File: src/rtl/dev_dma_pkg.sv
package dev_dma_pkg;
   localparam logic [7:0]  CMD_CFG_WR = 8'hF0;
   localparam logic [7:0]  CMD_CFG_RD = 8'hF1;
   localparam logic [15:0] CFG_MASK   = 16'hC0FB;
   localparam int          BLEN_W     = 5;

   typedef struct packed {
      logic       cnt_stop;
      logic       short_stop;
      logic [3:0] ep_idx;
      logic       enable;
      logic [1:0] burst;
   } dma_cfg_t;

   function automatic logic [BLEN_W-1:0] burst_bytes(input logic [1:0] code);
      case (code)
         2'b00:   burst_bytes = 5'd1;
         2'b01:   burst_bytes = 5'd4;
         2'b10:   burst_bytes = 5'd8;
         default: burst_bytes = 5'd16;
      endcase
   endfunction

   function automatic logic [15:0] pack_cfg(input dma_cfg_t c);
      pack_cfg = {c.cnt_stop, c.short_stop, 6'd0, c.ep_idx, c.enable, 1'b0, c.burst};
   endfunction
endpackage

File: src/rtl/dma_cfg_reg.sv
module dma_cfg_reg
   import dev_dma_pkg::*;
(
   input  logic            clk,
   input  logic            rst_n,
   input  logic            bus_reset,
   input  logic            wr_en,
   input  logic [15:0]     wr_data,
   input  logic            stop_evt,
   output dma_cfg_t        cfg
);
   dma_cfg_t cfg_q;

   always_ff @(posedge clk or negedge rst_n) begin
      if (!rst_n) begin
         cfg_q <= '0;
      end else begin
         if (wr_en) begin
            cfg_q.cnt_stop   <= wr_data[15];
            cfg_q.short_stop <= wr_data[14];
            cfg_q.ep_idx     <= wr_data[7:4];
            cfg_q.burst      <= wr_data[1:0];
         end
         if (bus_reset)
            cfg_q.enable <= 1'b0;
         else if (wr_en)
            cfg_q.enable <= wr_data[3];
         else if (stop_evt)
            cfg_q.enable <= 1'b0;
      end
   end

   assign cfg = cfg_q;
endmodule

File: src/rtl/dma_xfer_counter.sv
module dma_xfer_counter #(
   parameter int CNT_W = 16
) (
   input  logic             clk,
   input  logic             rst_n,
   input  logic             load,
   input  logic [CNT_W-1:0] load_val,
   input  logic             byte_done,
   output logic [CNT_W-1:0] count,
   output logic             hit_zero
);
   logic [CNT_W-1:0] cnt_q;

   always_ff @(posedge clk or negedge rst_n) begin
      if (!rst_n)
         cnt_q <= '0;
      else if (load)
         cnt_q <= load_val;
      else if (byte_done && cnt_q != '0)
         cnt_q <= cnt_q - 1'b1;
   end

   assign count    = cnt_q;
   assign hit_zero = byte_done && !load && (cnt_q == CNT_W'(1));
endmodule

File: src/rtl/dma_burst_ctrl.sv
module dma_burst_ctrl
   import dev_dma_pkg::*;
#(
   parameter int NUM_EP = 16,
   parameter int LVL_W  = 5
) (
   input  logic                    clk,
   input  logic                    rst_n,
   input  logic                    enable,
   input  logic                    flush,
   input  logic [3:0]              ep_idx,
   input  logic [1:0]              burst,
   input  logic [NUM_EP*LVL_W-1:0] ep_level,
   input  logic                    dack,
   output logic                    dreq,
   output logic                    byte_done
);
   localparam int BEAT_W = BLEN_W;

   logic [LVL_W-1:0] lvl_arr [NUM_EP];
   logic [LVL_W-1:0] sel_lvl;
   logic [BEAT_W-1:0] beat_q;
   logic [BLEN_W-1:0] blen;

   for (genvar e = 0; e < NUM_EP; e++) begin : g_lvl
      assign lvl_arr[e] = ep_level[e*LVL_W +: LVL_W];
   end

   always_comb begin
      sel_lvl = '0;
      for (int e = 0; e < NUM_EP; e++)
         if (ep_idx == 4'(e)) sel_lvl = lvl_arr[e];
   end

   assign blen      = burst_bytes(burst);
   assign dreq      = enable && ((beat_q != '0) || (sel_lvl >= LVL_W'(blen)));
   assign byte_done = dreq && dack;

   always_ff @(posedge clk or negedge rst_n) begin
      if (!rst_n)
         beat_q <= '0;
      else if (flush || !enable)
         beat_q <= '0;
      else if (byte_done)
         beat_q <= (beat_q == blen - 1'b1) ? '0 : beat_q + 1'b1;
   end
endmodule

File: src/rtl/dev_dma_sequencer.sv
module dev_dma_sequencer
   import dev_dma_pkg::*;
#(
   parameter int NUM_EP = 16,
   parameter int LVL_W  = 5,
   parameter int CNT_W  = 16
) (
   input  logic                    clk,
   input  logic                    rst_n,
   input  logic                    bus_reset,
   input  logic                    cmd_valid,
   input  logic [7:0]              cmd_code,
   input  logic [15:0]             cmd_wdata,
   output logic [15:0]             cmd_rdata,
   input  logic                    cnt_load,
   input  logic [CNT_W-1:0]        cnt_wdata,
   output logic [CNT_W-1:0]        dma_count,
   input  logic [NUM_EP*LVL_W-1:0] ep_level,
   input  logic [NUM_EP-1:0]       short_pkt,
   output logic                    dreq,
   input  logic                    dack,
   output logic                    eot,
   output logic                    irq,
   input  logic                    irq_ack
);
   if (NUM_EP < 1 || NUM_EP > 16) begin : g_bad_ep
      $error("NUM_EP must be 1..16");
   end
   if (LVL_W < BLEN_W) begin : g_bad_lvl
      $error("LVL_W too narrow for a 16-byte burst");
   end
   if (CNT_W < 2) begin : g_bad_cnt
      $error("CNT_W must be at least 2");
   end

   dma_cfg_t cfg;
   logic     cfg_wr, cfg_rd, cfg_en;
   logic     byte_done, cnt_zero_hit;
   logic     stop_cnt, stop_short, stop_abort, stop_evt;
   logic     sel_short;
   logic     eot_q, irq_q;

   assign cfg_wr = cmd_valid && (cmd_code == CMD_CFG_WR);
   assign cfg_rd = cmd_valid && (cmd_code == CMD_CFG_RD);
   assign cfg_en = cfg.enable;

   always_comb begin
      sel_short = 1'b0;
      for (int e = 0; e < NUM_EP; e++)
         if (cfg.ep_idx == 4'(e)) sel_short = short_pkt[e];
   end

   assign stop_cnt   = cfg.cnt_stop && cnt_zero_hit;
   assign stop_short = cfg_en && cfg.short_stop && sel_short;
   assign stop_abort = cfg_wr && cfg_en && !cmd_wdata[3];
   assign stop_evt   = !bus_reset && (stop_cnt || stop_short || stop_abort);

   dma_cfg_reg u_cfg (
      .clk      (clk),
      .rst_n    (rst_n),
      .bus_reset(bus_reset),
      .wr_en    (cfg_wr),
      .wr_data  (cmd_wdata),
      .stop_evt (stop_evt),
      .cfg      (cfg)
   );

   dma_burst_ctrl #(.NUM_EP(NUM_EP), .LVL_W(LVL_W)) u_burst (
      .clk      (clk),
      .rst_n    (rst_n),
      .enable   (cfg_en),
      .flush    (stop_evt || bus_reset),
      .ep_idx   (cfg.ep_idx),
      .burst    (cfg.burst),
      .ep_level (ep_level),
      .dack     (dack),
      .dreq     (dreq),
      .byte_done(byte_done)
   );

   dma_xfer_counter #(.CNT_W(CNT_W)) u_cnt (
      .clk      (clk),
      .rst_n    (rst_n),
      .load     (cnt_load),
      .load_val (cnt_wdata),
      .byte_done(byte_done),
      .count    (dma_count),
      .hit_zero (cnt_zero_hit)
   );

   always_ff @(posedge clk or negedge rst_n) begin
      if (!rst_n) begin
         eot_q <= 1'b0;
         irq_q <= 1'b0;
      end else begin
         eot_q <= stop_evt;
         if (stop_evt)
            irq_q <= 1'b1;
         else if (irq_ack)
            irq_q <= 1'b0;
      end
   end

   assign eot       = eot_q;
   assign irq       = irq_q;
   assign cmd_rdata = cfg_rd ? (pack_cfg(cfg) & CFG_MASK) : 16'h0000;
endmodule

File: config.mk
export PLATFORM = sky130hd
export DESIGN_NAME = dev_dma_sequencer
export DESIGN_NICKNAME = d
export VERILOG_FILES = /design/src/rtl/dev_dma_pkg.sv /design/src/rtl/dma_cfg_reg.sv /design/src/rtl/dma_xfer_counter.sv /design/src/rtl/dma_burst_ctrl.sv /design/src/rtl/dev_dma_sequencer.sv
export SDC_FILE = /design/constraint.sdc
export NUM_CORES = 1
export LEC_CHECK = 0
export ABC_AREA = 1
export BUFFER_PORTS_ARGS = -buffer_cell sky130_fd_sc_hd__buf_2
export CAP_MARGIN = 0
export CORE_ASPECT_RATIO = 1.5
export CORE_MARGIN = 2
export CORE_UTILIZATION = 48
export CTS_CLUSTER_DIAMETER = 200
export DETAILED_ROUTE_END_ITERATION = 12
export GPL_ROUTABILITY_DRIVEN = 0
export GPL_TIMING_DRIVEN = 0
export PLACE_DENSITY_LB_ADDON = 0.2
export SLEW_MARGIN = 20
export SYNTH_ARGS = -nofsm -noshare
export SYNTH_HDL_FRONTEND = slang
export SYNTH_SLANG_ARGS = --single-unit
File: constraint.sdc
create_clock -name clk -period 8.9 [get_ports clk]
set_input_delay 1.78 -clock clk [delete_from_list [all_inputs] [get_ports clk]]
set_output_delay 1.78 -clock clk [all_outputs]
set_load 0.1 [all_outputs]
# After elaboration in Yosys (flattened, before gate mapping)
# Cells that the tools add are included.
[word_totals] wordCells=108 latch_bits=0 ramBits=0 ff_bits=32 output_inout_bits=35 memories=0 mem_bits_ro=0
[classes] reduce_logical=30 n_div=0 multipliers=0 magnitude_cmp=1 shift=0 add_sub_neg=3 eq_ne=21 muxes=44 bitwise=0
[op_table] cell="$mux 5" n=19
[op_table] cell="$mux 16" n=3
[op_table] cell="$eq 4x4->1 const B" n=8
[op_table] cell="$mux 1" n=21
[op_table] cell="$eq 16x1->1 const B" n=1
[op_table] cell="$eq 4x3->1 const B" n=4
[op_table] cell="$eq 8x8->1 const B" n=2
[op_table] cell="$reduce_bool 16->1" n=1
[op_table] cell="$sub 16x1->16 const B" n=1
[op_table] cell="$pmux 5 s3" n=1
[op_table] cell="$logic_and 1x1->1" n=13
[op_table] cell="$eq 4x2->1 const B" n=2
[op_table] cell="$reduce_bool 2->1" n=3
[op_table] cell="$add 5x1->5 const B" n=1
[op_table] cell="$eq 5x5->1" n=1
[op_table] cell="$ge 5x5->1" n=1
[op_table] cell="$logic_or 1x1->1" n=5
[op_table] cell="$reduce_bool 5->1" n=1
[op_table] cell="$sub 5x1->5 const B" n=1
[op_table] cell="$eq 4x1->1 const B" n=1
[op_table] cell="$logic_not 1->1" n=4
[op_table] cell="$logic_not 4->1" n=1
[op_table] cell="$reduce_bool 3->1" n=1
[op_table] cell="$eq 2x1->1 const B" n=1
[op_table] cell="other kinds (2)" n=2

# Longest topological paths before layout
# Gate-level depths: netlist of run 1.
[logic_depth] ltp_word=30 mapped_depth=25

# Modules after synthesis
# A second synthesis of run 1 with hierarchy kept.
[unflattened] hier_cells=543 hier_area_um2=3234.4
[modules_own_cells] module="dma_xfer_counter" cells_each=183 area_per_inst_um2=1224.9 n_inst=1 seq_area_each_um2=400.4
[modules_own_cells] module="dma_burst_ctrl" cells_each=233 area_per_inst_um2=1198.6 n_inst=1 seq_area_each_um2=125.1
[modules_own_cells] module="dev_dma_sequencer" cells_each=88 area_per_inst_um2=455.4 n_inst=1 seq_area_each_um2=50.0
[modules_own_cells] module="dma_cfg_reg" cells_each=39 area_per_inst_um2=355.3 n_inst=1 seq_area_each_um2=225.2

# Worst setup path after synthesis of run 1
# Ideal clock, no wire load.
[synth_path] kind="input-to-output" start="input port ep_level[9]" end="output port dreq" arrival_time_ps=4729 n_path_buf=0 slack_ps=2391 path_stages=15 required_ps=7120 cell_sequence="nand3_1 -> nand2_1 -> a221oi_1 -> nand2_1 -> a221oi_1 -> nand4_1 -> a21oi_1 -> nand3_1 -> o21ai_0 -> a21oi_1 -> ha_1 -> nand2_1 -> nand3_1 -> nor4_1 -> a21oi_1"
[synth_via] elab_chain_len=18
[synth_lines] item="from (decl)" line="dev_dma_sequencer.sv:18" source="input logic [NUM_EP*LVL_W-1:0] ep_level,"
[synth_lines] item="$mux 5 (15 in a row)" line="dma_burst_ctrl.sv:32" source="if (ep_idx == 4'(e)) sel_lvl = lvl_arr[e];"
[synth_lines] item="$ge 5x5->1" line="dma_burst_ctrl.sv:36" source="assign dreq = enable && ((beat_q != '0) || (sel_lvl >= LVL_W'(blen)));"
[synth_lines] item="$logic_or 1x1->1" line="dma_burst_ctrl.sv:36"
[synth_lines] item="$logic_and 1x1->1" line="dma_burst_ctrl.sv:36"
[synth_lines] item="to (decl)" line="dev_dma_sequencer.sv:20" source="output logic dreq,"
# Every way passes these cells.

# Final worst setup path of run 1
# Same ends and word-level chain as after synthesis.

==> results of run 1 <==
-- path summary, 6_finish.rpt --
check	endpoint	slack (ns)	depth (start not counted)
worst max-delay path	dreq	2.52	17
worst min-delay path	irq	0.52	2
worst max register to register	u_cnt.count[15]	5.03	23
worst min register to register	irq	0.52	2
max in group asynchronous	u_cnt.count[0]	6.88	1
min in group asynchronous	u_cnt.count[8]	1.54	1
-- sequential cells by signal, indices dropped and copies added (netlist names) --
name and flops:
u_cnt.count 16, u_cfg.cfg 9, irq 1, eot 1, u_burst.beat_q 5
-- metal layers --
layer  wire length [um]  GRT usage  share of wire  vias up
li1                   -          -              -     1939
met1               3407     0.2743           0.35     1679
met2               5296     0.5518           0.54      155
met3               1030    0.07598           0.10       12
met4                112    0.06938          0.011        2
met5                 13          0         0.0013        -
-- per-stage QoR --
stage	instance area, um^2	util	hold slack, ns	worst slack (ns)	power (mW)
floorplan	3038	-	0.4924	2.391	0.3343
finish	4029	0.6571	0.5223	2.518	0.5007
global route	4026	0.6567	0.5562	2.273	0.5328
global placement	3946	0.6437	0.5091	2.535	0.3936
detailed placement	3946	0.6437	0.5140	2.522	0.3979
CTS	4024	0.6563	0.5260	2.514	0.5035
-- kinds of logic after synthesis --
kind of cell,Yosys count,synth area share
AOI/OAI and AO/OA,83,0.1606
xor gates and xnor gates,5,0.01452
adders and majority gates,8,0.03320
buffers and inverters,76,0.1079
DFF,32,0.2656
other,1,0.001244
and+or+nand+nor,284,0.4170
-- Yosys cell counts (all sizes together) (2+ instances only) --
library cell  number
a221oi             7
nor2              83
a21oi             39
or2                2
buf                9
nand4             13
o31ai              3
a31oi              4
inv               60
nor4               2
ha                 8
clkbuf             7
o21ai             27
dfrtp             32
xor2               4
nand3             41
nand2            137
nor3               4
-- final cells by class --
| class | instances | area (um^2) | area share |
|---|---|---|---|
| Buffer | 16 | 97.59 | 0.02422 |
| Sequential cell | 32 | 800.8 | 0.1988 |
| Tap cell | 74 | 92.59 | 0.02298 |
| Clock inverter | 1 | 5.005 | 0.001242 |
| Timing Repair Buffer | 163 | 815.8 | 0.2025 |
| Inverter | 60 | 227.7 | 0.05652 |
| Clock buffer | 6 | 72.57 | 0.01801 |
| Multi-Input combinational cell | 387 | 1912 | 0.4745 |
| Antenna cell | 2 | 5.005 | 0.001242 |
-- where the power goes --
group | switching, mW | total (mW) | internal [mW]
clock network | 0.0519 | 0.105 | 0.0531
registers | 0.0145 | 0.172 | 0.157
logic | 0.162 | 0.224 | 0.0620
-- critical path, cell delays in order --
cell and delay (ns):
buf_2 0.10, nand3_1 0.07, nand2_1 0.06, a221oi_1 0.23, nand2_1 0.10, a221oi_1 0.27, nand4_1 0.19, a21oi_1 0.15
nand3_1 0.08, o21ai_0 0.09, a21oi_1 0.09, ha_1 0.29, nand2_1 0.07, nand3_1 0.06, nor4_1 0.51, a21oi_1 0.15
buf_2 0.32
==> flow_summary.json, run 1 <==
{
  "run_status": "completed",
  "layout.nets": 816,
  "fin_cells": 741,
  "grt_pass1_vias": 3550,
  "post-route-period-util": 0.7171,
  "layout_common_cells": "buf_2 (163), nand2_1 (132), nor2_1 (74)",
  "ios": 178,
  "dp.cells": 732,
  "finalSetupTns_ns": 0,
  "start_util": 0.4918,
  "ctsRootBufferMaster": "clkbuf_8",
  "timing.final.setup_violations": 0,
  "final_common_cell": "buf_2",
  "ys.flop_type": "dfrtp_1",
  "synth.distinct_cells": 37,
  "cp.arrival_ns": 4.60,
  "min_from": "irq",
  "drtAntennaViolNets": 0,
  "vdd_drop_max_mv": 0.1226,
  "core-area_mm2": 0.006131,
  "rsz0062_at_grt": "false",
  "clk_latency_ns": 0.28,
  "synth-seq-cells": 32,
  "fillerInstances": 598,
  "antenna_found_initial": 3,
  "cts_buffers": 5,
  "first_pass_iters": 4,
  "cp-start-kind": "primary input",
  "synth_top_cell_by_area": "dfrtp_1",
  "max_freq_mhz": 156.7,
  "post_drt_wl_per_cell_um": 13.31,
  "synth.cell_area_mm2": 0.003015,
  "vias": 3787,
  "avgSynthCellArea_um2": 6.166,
  "grt_overflow": 0,
  "fp-row-count": 35,
  "wl_um": 9862,
  "grt_max_degree": 33,
  "fin_crit_ns": 6.382,
  "clockBufferDepth": 2,
  "dieArea_mm2": 0.006945,
  "cts_hold_buf": 0,
  "cts_tree": "done",
  "relSlewSlack": 0.5192,
  "cts.clk_slew.worst_paths_ns": 0.06,
  "worstSetupStartpoint": "ep_level[9]",
  "post-route-drc-count": 0,
  "rr_startpoint": "u_cfg.cfg[4]",
  "power.density_mw_per_mm2": 124.3,
  "die_x_um": 68.72,
  "final-hold-violation-count": 0,
  "worst_pin_slew_ns": 0.7212,
  "track_usage": 0.2808,
  "ys_seq_area_frac": 0.2656,
  "h-tree-depth": 2,
  "viasPerCell": 5.111,
  "cp-end-kind": "output port",
  "worstPathMaxFanout": 2,
  "synth_edf_count": 0,
  "synth_area_leaders": "dfrtp_1 (27%), nand2_1 (16%), nor2_1 (9.2%)",
  "p_leak_nw": 2.220,
  "cts_sinks": 32,
  "cts_setup_buffers": 0,
  "grt_pass1_wl_um": 14950,
  "worstSetupPathType": "primary input to output port",
  "fp.dieH_um": 101.1,
  "skew_ns": 0.005941,
  "synth-warning-count": 0,
  "synth_cells": 489,
  "drive_above_1_share": 0.3053,
  "drtIter0Drc": 130,
  "port_buffers": 163,
  "synth_top_area_frac": 0.2656,
  "maxCapViolations": 0,
  "post-dp-hpwl_um": 8154,
  "slew_viol_final": 0,
  "worstHoldPathType": "register to register",
  "critPathRequiredTime_ns": 7.12,
  "cts_resized": 0,
  "syn2layout_area_growth_pct": 33.61,
  "synth-async-reset-ratio": 1.000
}
Note: power is estimated with default switching activity, not from simulation.
==> run 2: changes to the inputs <==
CORE_UTILIZATION = 40   (was 48)
clock period = 5.78 ns   (was 8.9 ns; I/O delays follow)
==> run 2 against run 1 <==
Against the previous run: critical path depth unchanged; sequential cell count unchanged; non-clock buffer count unchanged; highest routed layer is now met4; wire length up 1.4%; final area up 0.68%; global-route usage down 4.7 points; worst hold slack better by 0.0029 ns; via count down 0.26%; combinational power up 54%.
==> flow_summary.json, run 2 (synthesized netlist as in run 1, its figures left out) <==
{
  "grt_overflow": 0,
  "cp-end-kind": "output port",
  "viasPerCell": 4.937,
  "drtIter0Drc": 132,
  "worst_pin_slew_ns": 0.7399,
  "post-route-drc-count": 0,
  "intPower_mw": 0.4188,
  "critPathRequiredTime_ns": 4.62,
  "post_drt_wl_per_cell_um": 13.08,
  "fp-row-count": 38,
  "rsz0062_at_grt": "false",
  "fp.dieH_um": 110.3,
  "wl_um": 10000,
  "start_util": 0.4145,
  "cts_setup_buffers": 0,
  "layout.nets": 816,
  "drtAntennaViolNets": 0,
  "grt_pass1_wl_um": 15170,
  "h-tree-depth": 2,
  "port_buffers": 163,
  "cts_sinks": 32,
  "cts_hold_buf": 0,
  "worstHoldPathType": "register to register",
  "slew_viol_final": 0,
  "first_pass_iters": 4,
  "post-dp-hpwl_um": 8336,
  "run_status": "completed",
  "ctsRootBufferMaster": "clkbuf_8",
  "switchingPower_mw": 0.3493,
  "timing.final.setup_violations": 0,
  "worstPathMaxFanout": 2,
  "dp_slack_ns": 0.6354,
  "vias": 3777,
  "track_usage": 0.2336,
  "clk_latency_ns": 0.28,
  "combPwrFrac": 0.449,
  "final-hold-violation-count": 0,
  "p_clk_frac": 0.208,
  "final_cell_area_mm2": 0.004056,
  "setup_ws_ns": 0.6620,
  "syn2layout_area_growth_pct": 34.52,
  "worstSetupPathType": "primary input to output port",
  "n_antenna_cell": 0,
  "die_x_um": 74.89,
  "dpl-instance-area_mm2": 0.003979,
  "p_leak_nw": 2.220,
  "layout_common_cells": "buf_2 (163), nand2_1 (132), nor2_1 (74)",
  "cts_buffers": 5,
  "cts_tree": "done",
  "core-area_mm2": 0.007274,
  "finalSetupTns_ns": 0,
  "grt_pass1_vias": 3448,
  "vdd_drop_max_mv": 0.1582,
  "largest_reg_flops": 16,
  "cp.arrival_ns": 3.96,
  "fin_crit_ns": 5.118,
  "dieArea_mm2": 0.008263,
  "antenna_found_initial": 0,
  "max_freq_mhz": 195.4,
  "max_stage_delay_ns": 0.45,
  "maxCapViolations": 0,
  "ios": 178,
  "skew_ns": 0.005546,
  "fillerInstances": 775,
  "post-route-period-util": 0.8855,
  "cts_resized": 0,
  "clockBufferDepth": 2,
  "final_common_cell": "buf_2",
  "power.density_mw_per_mm2": 189.4,
  "grt_max_degree": 33,
  "relSlewSlack": 0.5067,
  "drive_above_1_share": 0.3053,
  "cts.clk_slew.worst_paths_ns": 0.06,
  "pwr-share-seq": 0.343,
  "cp_cell_sequence": "buf_2, nand3_1, nand2_1, a221oi_1, nand2_1, a221oi_1, nand4_1, a21oi_1, nand3_1, o21ai_0, a21oi_1, ha_1, nand2_1, nand3_1, nor4_1, a21oi_1, buf_2",
  "switching_share": 0.4547,
  "cpMaxStageDelayCell": "nor4_1",
  "cp-start-kind": "primary input"
}
==> run 2: cell count changes in the layout (fill, tap and decap cells not counted) <==
cell / before / now
diode_2: 2 / 0
==> run 2: per-layer routing <==
layer	track usage	wire (um)	part of all wire
met1	0.2534	3746	0.37
met5	0	0	0
met4	0.05612	90	0.0090
met3	0.04182	716	0.072
met2	0.4524	5450	0.54
==> run 2: power by group through the flow <==
| stage | Clock [mW] | Combinational (mW) | Sequential (mW) |
|---|---|---|---|
| final | 0.160 | 0.345 | 0.263 |
| after global routing | 0.175 | 0.374 | 0.267 |
| after CTS | 0.168 | 0.346 | 0.263 |
| after detailed placement | 0 | 0.345 | 0.267 |
| after global placement | 0 | 0.342 | 0.266 |
| after floorplan | 0 | 0.139 | 0.375 |
==> run 2: critical path, delay by kind of cell <==
kind | cells | cell delay [ns]
compound gates | 6 | 1.04
buf+inv | 2 | 0.43
simple gates | 8 | 1.06
fa+ha+maj | 1 | 0.29
==> run 2: layout make-up <==
cell class	count	area, um^2	share of cell area
flip-flops and latches	32	800.8	0.1974
multi-input cells	387	1912	0.4713
well taps	100	125.1	0.03085
plain buffers	16	97.59	0.02406
repair buffers	163	815.8	0.2011
clock buffers	6	72.57	0.01789
clock inverters	1	5.005	0.001234
inverters	60	227.7	0.05614
==> run 2: path summary, 6_finish.rpt <==
| check | slack, ns | from | to | depth (start not counted) |
|---|---|---|---|---|
| worst max-delay path | 0.66 | ep_level[9] | dreq | 17 |
| worst min-delay path | 0.53 | irq | irq | 2 |
| worst max register to register | 1.96 | u_cfg.cfg[4] | u_cnt.count[8] | 22 |
| worst min register to register | 0.53 | irq | irq | 2 |
| max in group asynchronous | 4.37 | rst_n | u_cnt.count[4] | 1 |
| min in group asynchronous | 0.93 | rst_n | u_cnt.count[8] | 1 |
==> run 2: metrics by stage <==
stage | std cells | hold slack (ns) | util | total power, mW
after floorplan | 495 | 0.4924 | - | 0.5148
after global placement | 758 | 0.5120 | 0.5470 | 0.6079
after CTS | 765 | 0.5333 | 0.5576 | 0.7773
after global routing | 765 | 0.5524 | 0.5576 | 0.8159
final | 765 | 0.5252 | 0.5576 | 0.7681
after detailed placement | 758 | 0.5233 | 0.5470 | 0.6122
